<file path="src/rtl/xint_pkg.sv">
package xint_pkg;
  localparam int unsigned DW     = 32;
  localparam int unsigned ADDR_W = 3;

  localparam logic [ADDR_W-1:0] A_CFG0 = 3'd0;
  localparam logic [ADDR_W-1:0] A_CFG1 = 3'd1;
  localparam logic [ADDR_W-1:0] A_MASK = 3'd2;
  localparam logic [ADDR_W-1:0] A_PEND = 3'd3;

  localparam int unsigned CODE_W  = 3;
  localparam int unsigned SLOT_W  = 4;

  // decide whether one source fires this cycle
  function automatic logic trig_hit(input logic [CODE_W-1:0] code,
                                    input logic cur, input logic prev);
    logic r;
    unique case (code[2:1])
      2'b00:   r = code[0] ? cur : ~cur;
      2'b01:   r = prev & ~cur;
      2'b10:   r = ~prev & cur;
      default: r = prev ^ cur;
    endcase
    return r;
  endfunction
endpackage

</file>
<file path="src/rtl/xint_sync.sv">
module xint_sync #(
  parameter int unsigned W = 28
) (
  input  logic         clk,
  input  logic         rst_n,
  input  logic [W-1:0] async_i,
  output logic [W-1:0] sync_o
);
  logic [W-1:0] stg1_q;
  logic [W-1:0] stg2_q;

  always_ff @(posedge clk or negedge rst_n) begin
    if (!rst_n) begin
      stg1_q <= '0;
      stg2_q <= '0;
    end else begin
      stg1_q <= async_i;
      stg2_q <= stg1_q;
    end
  end

  assign sync_o = stg2_q;

  // cycles since reset, saturating, so the look-back never crosses reset
  logic [1:0] warm_q;
  always_ff @(posedge clk or negedge rst_n) begin
    if (!rst_n)            warm_q <= 2'd0;
    else if (warm_q != 2'd2) warm_q <= warm_q + 2'd1;
  end

  a_r2_two_stage: assert property (@(posedge clk) disable iff (!rst_n)
    (warm_q == 2'd2) |-> (sync_o == $past(async_i, 2)));
endmodule

</file>
<file path="src/rtl/xint_detect.sv">
module xint_detect
  import xint_pkg::*;
#(
  parameter int unsigned NUM_SRC = 28,
  localparam int unsigned NUM_FLD = (NUM_SRC + 1) / 2
) (
  input  logic                      clk,
  input  logic                      rst_n,
  input  logic [NUM_SRC-1:0]        cur_i,
  input  logic [NUM_FLD*CODE_W-1:0] fld_i,
  output logic [NUM_SRC-1:0]        hit_o
);
  logic [NUM_SRC-1:0] prev_q;

  always_ff @(posedge clk or negedge rst_n) begin
    if (!rst_n) prev_q <= '0;
    else        prev_q <= cur_i;
  end

  for (genvar n = 0; n < NUM_SRC; n++) begin : g_src
    localparam int unsigned FI = n / 2;
    assign hit_o[n] = trig_hit(fld_i[FI*CODE_W +: CODE_W], cur_i[n], prev_q[n]);
  end
endmodule

</file>
<file path="src/rtl/xint_regs.sv">
module xint_regs
  import xint_pkg::*;
#(
  parameter int unsigned NUM_SRC = 28,
  localparam int unsigned NUM_FLD = (NUM_SRC + 1) / 2,
  localparam int unsigned FPR     = DW / SLOT_W
) (
  input  logic                      clk,
  input  logic                      rst_n,
  input  logic [ADDR_W-1:0]         bus_addr,
  input  logic                      bus_wr,
  input  logic [DW-1:0]             bus_wdata,
  output logic [DW-1:0]             bus_rdata,
  input  logic [NUM_SRC-1:0]        hit_i,
  output logic [NUM_FLD*CODE_W-1:0] fld_o,
  output logic [NUM_SRC-1:0]        mask_o,
  output logic [NUM_SRC-1:0]        pend_o
);
  logic [NUM_SRC-1:0] mask_q;
  logic [NUM_SRC-1:0] pend_q;
  logic [NUM_SRC-1:0] clr_vec;

  // one field per source pair, placed in word k/FPR at slot k%FPR
  for (genvar k = 0; k < NUM_FLD; k++) begin : g_fld
    localparam int unsigned RIDX = k / FPR;
    localparam int unsigned SLOT = k % FPR;
    localparam logic [ADDR_W-1:0] FADDR = A_CFG0 + ADDR_W'(RIDX);
    logic [CODE_W-1:0] code_q;
    always_ff @(posedge clk or negedge rst_n) begin
      if (!rst_n)                            code_q <= '0;
      else if (bus_wr && bus_addr == FADDR)  code_q <= bus_wdata[SLOT*SLOT_W +: CODE_W];
    end
    assign fld_o[k*CODE_W +: CODE_W] = code_q;
  end

  always_ff @(posedge clk or negedge rst_n) begin
    if (!rst_n)                            mask_q <= '1;
    else if (bus_wr && bus_addr == A_MASK) mask_q <= bus_wdata[NUM_SRC-1:0];
  end

  assign clr_vec = (bus_wr && bus_addr == A_PEND) ? bus_wdata[NUM_SRC-1:0] : '0;

  // a new event wins over an acknowledge in the same cycle
  always_ff @(posedge clk or negedge rst_n) begin
    if (!rst_n) pend_q <= '0;
    else        pend_q <= (pend_q & ~clr_vec) | hit_i;
  end

  always_comb begin
    bus_rdata = '0;
    unique case (bus_addr)
      A_CFG0, A_CFG1: begin
        for (int j = 0; j < int'(FPR); j++) begin
          if ((int'(bus_addr - A_CFG0) * int'(FPR) + j) < int'(NUM_FLD))
            bus_rdata[j*SLOT_W +: CODE_W] =
              fld_o[(int'(bus_addr - A_CFG0) * int'(FPR) + j) * CODE_W +: CODE_W];
        end
      end
      A_MASK:  bus_rdata[NUM_SRC-1:0] = mask_q;
      A_PEND:  bus_rdata[NUM_SRC-1:0] = pend_q;
      default: bus_rdata = '0;
    endcase
  end

  assign mask_o = mask_q;
  assign pend_o = pend_q;

  // a pending bit only drops where a one was written to the pending word
  a_r7_w1c_only: assert property (@(posedge clk) disable iff (!rst_n)
    rst_n |=> ((~pend_q & $past(pend_q) & ~$past(clr_vec)) == '0));

  // every detected event shows up as pending on the next cycle
  a_r8_set_wins: assert property (@(posedge clk) disable iff (!rst_n)
    rst_n |=> (($past(hit_i) & ~pend_q) == '0));
endmodule

</file>
<file path="src/rtl/xint_group.sv">
module xint_group #(
  parameter int unsigned NUM_SRC = 28,
  parameter int unsigned NUM_GRP = 4,
  parameter int unsigned FIRST_W = 4,
  parameter int unsigned GRP_W   = 8
) (
  input  logic               clk,
  input  logic               rst_n,
  input  logic [NUM_SRC-1:0] pend_i,
  input  logic [NUM_SRC-1:0] mask_i,
  output logic [NUM_GRP-1:0] grp_o
);
  logic [NUM_SRC-1:0] live;
  assign live = pend_i & ~mask_i;

  for (genvar g = 0; g < NUM_GRP; g++) begin : g_grp
    localparam int unsigned LO = (g == 0) ? 0 : FIRST_W + (g - 1) * GRP_W;
    localparam int unsigned HI = FIRST_W + g * GRP_W - 1;
    assign grp_o[g] = |live[HI:LO];

    // a raised line needs at least one unmasked source in its range
    a_r9_grp_unmasked: assert property (@(posedge clk) disable iff (!rst_n)
      grp_o[g] |-> !(&mask_i[HI:LO]));
  end
endmodule

</file>
<file path="src/rtl/xint_pend_ctrl.sv">
module xint_pend_ctrl
  import xint_pkg::*;
#(
  parameter int unsigned NUM_SRC = 28,
  parameter int unsigned NUM_GRP = 4,
  parameter int unsigned FIRST_W = 4,
  parameter int unsigned GRP_W   = 8
) (
  input  logic                clk,
  input  logic                rst_n,
  input  logic [ADDR_W-1:0]   bus_addr,
  input  logic                bus_wr,
  input  logic [DW-1:0]       bus_wdata,
  output logic [DW-1:0]       bus_rdata,
  input  logic [NUM_SRC-1:0]  pin_i,
  output logic [NUM_GRP-1:0]  grp_irq_o
);
  localparam int unsigned NUM_FLD = (NUM_SRC + 1) / 2;
  localparam int unsigned FPR     = DW / SLOT_W;
  localparam int unsigned HI_USED = (NUM_FLD - FPR) * SLOT_W;

  logic [NUM_SRC-1:0]        cur;
  logic [NUM_SRC-1:0]        hit;
  logic [NUM_FLD*CODE_W-1:0] fld;
  logic [NUM_SRC-1:0]        mask;
  logic [NUM_SRC-1:0]        pend;

  xint_sync #(.W(NUM_SRC)) u_sync (
    .clk(clk), .rst_n(rst_n), .async_i(pin_i), .sync_o(cur));

  xint_detect #(.NUM_SRC(NUM_SRC)) u_det (
    .clk(clk), .rst_n(rst_n), .cur_i(cur), .fld_i(fld), .hit_o(hit));

  xint_regs #(.NUM_SRC(NUM_SRC)) u_regs (
    .clk(clk), .rst_n(rst_n), .bus_addr(bus_addr), .bus_wr(bus_wr),
    .bus_wdata(bus_wdata), .bus_rdata(bus_rdata), .hit_i(hit),
    .fld_o(fld), .mask_o(mask), .pend_o(pend));

  xint_group #(.NUM_SRC(NUM_SRC), .NUM_GRP(NUM_GRP), .FIRST_W(FIRST_W),
               .GRP_W(GRP_W)) u_grp (
    .clk(clk), .rst_n(rst_n), .pend_i(pend), .mask_i(mask), .grp_o(grp_irq_o));

  // slots above the last source pair read as zero
  a_r5_cfg_hi_rsv: assert property (@(posedge clk) disable iff (!rst_n)
    (bus_addr == A_CFG1) |-> ((bus_rdata >> HI_USED) == '0));

  // bits beyond the last source read as zero
  a_r6_word_rsv: assert property (@(posedge clk) disable iff (!rst_n)
    (bus_addr == A_MASK || bus_addr == A_PEND) |-> ((bus_rdata >> NUM_SRC) == '0));

  // unused addresses read zero
  a_r10_hole_zero: assert property (@(posedge clk) disable iff (!rst_n)
    (bus_addr > A_PEND) |-> (bus_rdata == '0));
endmodule

</file>
<file path="config.mk">
export PLATFORM = sky130hd
export DESIGN_NAME = xint_pend_ctrl
export DESIGN_NICKNAME = d
export VERILOG_FILES = /design/src/rtl/xint_pkg.sv /design/src/rtl/xint_sync.sv /design/src/rtl/xint_detect.sv /design/src/rtl/xint_regs.sv /design/src/rtl/xint_group.sv /design/src/rtl/xint_pend_ctrl.sv
export SDC_FILE = /design/constraint.sdc
export NUM_CORES = 1
export LEC_CHECK = 0
export BUFFER_PORTS_ARGS = -buffer_cell sky130_fd_sc_hd__clkbuf_2
export CAP_MARGIN = 10
export CORE_MARGIN = 2
export CORE_UTILIZATION = 59
export DETAILED_ROUTE_END_ITERATION = 10
export PLACE_DENSITY = 0.8
export SLEW_MARGIN = 10
export SYNTH_ARGS = -nofsm -noshare
export SYNTH_HDL_FRONTEND = slang
export SYNTH_SLANG_ARGS = --single-unit
export TNS_END_PERCENT = 20
</file>
<file path="constraint.sdc">
create_clock -name clk -period 2.86 [get_ports clk]
set_clock_uncertainty 0.05 [all_clocks]
set_input_delay 0.286 -clock clk [delete_from_list [all_inputs] [get_ports clk]]
set_output_delay 0.286 -clock clk [all_outputs]
set_load 0.005 [all_outputs]
</file>
==> run_results.csv <==
group,metric,value,unit
outcome,outcome,"completed",
clock_tree,cts.path.max_buffers,2,
logic_synthesis,yosysTopAreaCellShare,40.33,%
critical_path,start_kind,"input port",
global_route,grt_pass1_vias,6902,
logic_synthesis,synth_common_cells,"dfrtp_1 (154), a21oi_1 (88), inv_1 (88)",
sta,holdWs,0.02680,ns
clock_tree,cts.sinks,182,
finish,fin_util,70.35,%
global_route,grt_use_total,27.22,%
clock_tree,cts_root_buffer,"clkbuf_16",
drt,routed.top_layer,"met4",
sta,finalHoldViolCount,0,
sta,fmax,368.8,MHz
sta,min_period,2.711,ns
finish,final_nets,1122,
sta,slew_violations,0,
clock_tree,clkLatencyLatePin,0.44,ns
finish,fin_area,0.01118,mm^2
drt,postRouteAntennaNets,0,
critical_path,timing.rr.end,"u_regs.pend_o[21]$_DFF_PN0_",
clock_tree,clkTransAtPathRegs,0.07,ns
logic_synthesis,synth_edf_count,0,
drt,wl_met3,1340,um
logic_synthesis,synthXorXnorAreaFrac,2.933,%
power_and_ir_drop,p_leak,5.337,nW
logic_synthesis,yosysWarnings,0,
clock_tree,cts_setup_buffers,0,
placement,gp_congestion,0.9134,
logic_synthesis,syn_area,0.009555,mm^2
power_and_ir_drop,max-vdd-ir-drop,0.4945,mV
logic_synthesis,synthAdderAreaFrac,8.930,%
power_and_ir_drop,power.share.switching,31.54,%
critical_path,arrival,2.38,ns
clock_tree,cts_tree,"built",
floorplanning,core_area,0.01589,mm^2
placement,place_ws,0.1802,ns
logic_synthesis,syn_nets,996,
finish,diodes,0,
drt,wl_met1,9880,um
sta,setup_slack,0.1486,ns
drt,dr.pass1.iters,5,
logic_synthesis,ys_top_cells_by_area,"dfrtp_1 (40%), mux2_2 (8.8%), ha_1 (8.5%), dfstp_2 (7.7%), a21oi_1 (4.6%)",
job,drv_cap,0,
floorplanning,num_rows,46,
floorplanning,die_x,131.3,um
sta,worst_slew_pin_slew,0.7002,ns
logic_synthesis,ys_seq_area_share,48.03,%
logic_synthesis,synth_top_area_cell,"dfrtp_1",
sta,finalSetupViolCount,0,
drt,routedWlPerCell,18.50,um
logic_synthesis,synth_compound_area_share,14.77,%
sta,grt_setup_unrepaired,"false",
floorplanning,die_h,131.3,um
placement,dp_hpwl,16090,um
power_and_ir_drop,p_switching,2.260,mW
logic_synthesis,ys.flop_type,"dfrtp_1",
power_and_ir_drop,p_int,4.905,mW
power_and_ir_drop,powerDensity,641.1,mW/mm^2
placement,place_area,0.01028,mm^2
logic_synthesis,synth_cells,863,
clock_tree,h-tree-depth,4,
sta,slew_headroom,53.32,%
sta,setup-tns-final,0,ns
finish,fillers,1184,
placement,portBuffers,99,
floorplanning,die_area,0.01723,mm^2
min_path,min_to,"u_regs.g_fld[7].code_q[0]$_DFFE_PN0P_",
critical_path,rr_worst_depth,5,
logic_synthesis,synth_seq_cells,182,
floorplanning,start_util,60.15,%
power_and_ir_drop,p_comb_share,18.5,%
critical_path,crit_type,"in -> out",
drt,drc,0,
min_path,hold_start,"bus_wdata[28]",
logic_synthesis,synth_top_family_by_area,"compound AO/OA/AOI/OAI gates",
logic_synthesis,synthMuxAreaShare,12.77,%
logic_synthesis,synth.most_common_cell,"dfrtp_1",
clock_tree,numCtsBuffers,17,
logic_synthesis,synth.distinct_cells,55,
critical_path,end_kind,"primary output",
global_route,antenna_found_initial,0,
global_route,overflow,0,
logic_synthesis,syn_area_per_cell,11.07,um^2
logic_synthesis,ys_async_sr_fraction,100.0,%
power_and_ir_drop,clkPwrFrac,33.1,%
global_route,grt_max_degree,80,
min_path,min_path_type,"in -> reg",
floorplanning,io_pins,102,
finish,area_growth_syn_to_layout,16.96,%
critical_path,r2r_slack,1.59,ns
critical_path,reg2reg_from,"u_sync.sync_o[21]$_DFF_PN0_",
global_route,grt_first_pass_wirelength,36230,um
drt,dr_wl_met2,10700,um
sta,period_share,94.81,%
power_and_ir_drop,power_frac_seq,48.4,%
drt,wl,22540,um
drt,vias,7039,
critical_path,worst-path-max-fanout,8,
drt,drt_iter0_markers,416,
logic_synthesis,synth-simple-area-share,6.167,%
critical_path,critPathRequiredTime,2.52,ns
finish,drive_gt1_share,28.74,%
drt,viasPerCell,5.779,
min_path,hold_path_depth,2,
stage by stage:
stage / power, mW / instances
after floorplan: 4.266 / 863
after global placement: 4.712 / 1157
after detailed placement: 4.775 / 1157
after CTS: 7.186 / 1218
after global routing: 7.525 / 1218
final: 7.164 / 1218
repair_timing:
item                                    in CTS  in global routing
endpoints found under the setup margin       0                  1
endpoints found under the hold margin       92                  0
hold buffers                                29                  0
resized for setup                            0                  1
cell type report:
cell class / count / area, um^2 / area share [%]
multi-input combinational: 547 / 4359 / 39.01
inverter: 88 / 330.3 / 2.956
sequential: 182 / 4589 / 41.07
clock inverter: 15 / 181.4 / 1.623
clock buffer: 17 / 425.4 / 3.807
tap: 216 / 270.3 / 2.418
timing repair buffer: 153 / 1020 / 9.125
power groups by stage:
| stage | sequential (mW) | combinational (mW) | clock (mW) |
|---|---|---|---|
| after floorplan | 3.22 | 1.04 | 0 |
| after global placement | 3.47 | 1.24 | 0 |
| after detailed placement | 3.49 | 1.28 | 0 |
| after CTS | 3.45 | 1.32 | 2.41 |
| after global routing | 3.51 | 1.48 | 2.53 |
| final | 3.47 | 1.32 | 2.37 |
worst max-delay path by stage:
stage          cells past startpoint  slack, ns        start            end
2_1_floorplan                      8       0.34  bus_addr[0]  bus_rdata[17]
3_3_place_gp                      10       0.16  bus_addr[1]  bus_rdata[12]
3_5_place_dp                       7       0.18  bus_addr[1]  bus_rdata[14]
4_1_cts                            7       0.18  bus_addr[1]  bus_rdata[14]
5_1_grt                            8      0.007  bus_addr[1]  bus_rdata[16]
6_report                           8       0.15  bus_addr[1]  bus_rdata[17]
worst max-delay path, cell delays in order:
cell and delay [ns]:
clkbuf_2 0.13, inv_1 0.26, ha_1 0.31, nor2_1 0.10, or3_1 0.47, nor3_4 0.40
a221o_1 0.27, clkbuf_2 0.13
placed cells by master (no fill, tap or decap), types with 4 or more instances in the layout:
master,synthesis,layout
nand4_1,4,4
a31oi_1,31,31
buf_4,3,22
mux4_2,10,10
nor2_1,61,61
xor2_1,29,29
inv_8,0,6
mux2_2,75,75
nand2_1,13,13
mux2i_1,15,15
inv_1,88,88
dfstp_2,28,28
dfrtp_1,154,154
clkinv_4,0,4
nand3_1,12,12
clkbuf_16,0,17
a22o_1,16,16
o22ai_1,12,12
clkbuf_2,0,98
a21oi_1,88,88
a221o_1,8,8
dlygate4sd3_1,0,29
o211ai_1,4,4
a22oi_1,13,13
ha_1,65,65
o21ai_0,43,43
flip-flops by register name, summed over array words and instances (netlist names):
name,flops
u_det.prev_q,28
u_sync.stg1_q,28
u_sync.sync_o,28
u_regs.g_fld.code_q,42
u_regs.mask_o,28
u_regs.pend_o,28
cell families (layout without fill, tap and decap cells):
kind of cell / count (synthesis) / in the layout
other: 1 / 1
buffers and inverters: 134 / 273
muxes: 100 / 100
and+or+nand+nor: 117 / 117
adders and majority gates: 67 / 67
xor gates and xnor gates: 32 / 32
DFF: 182 / 182
AOI/OAI and AO/OA: 230 / 230
layer usage:
metal  track usage [%]  up-vias
met1             36.15     3469
met3             6.559       43
met2             43.86      227
met5                 0        -
met4             9.964        0
li1                  -     3300
Power figures use the tool's default switching activity.
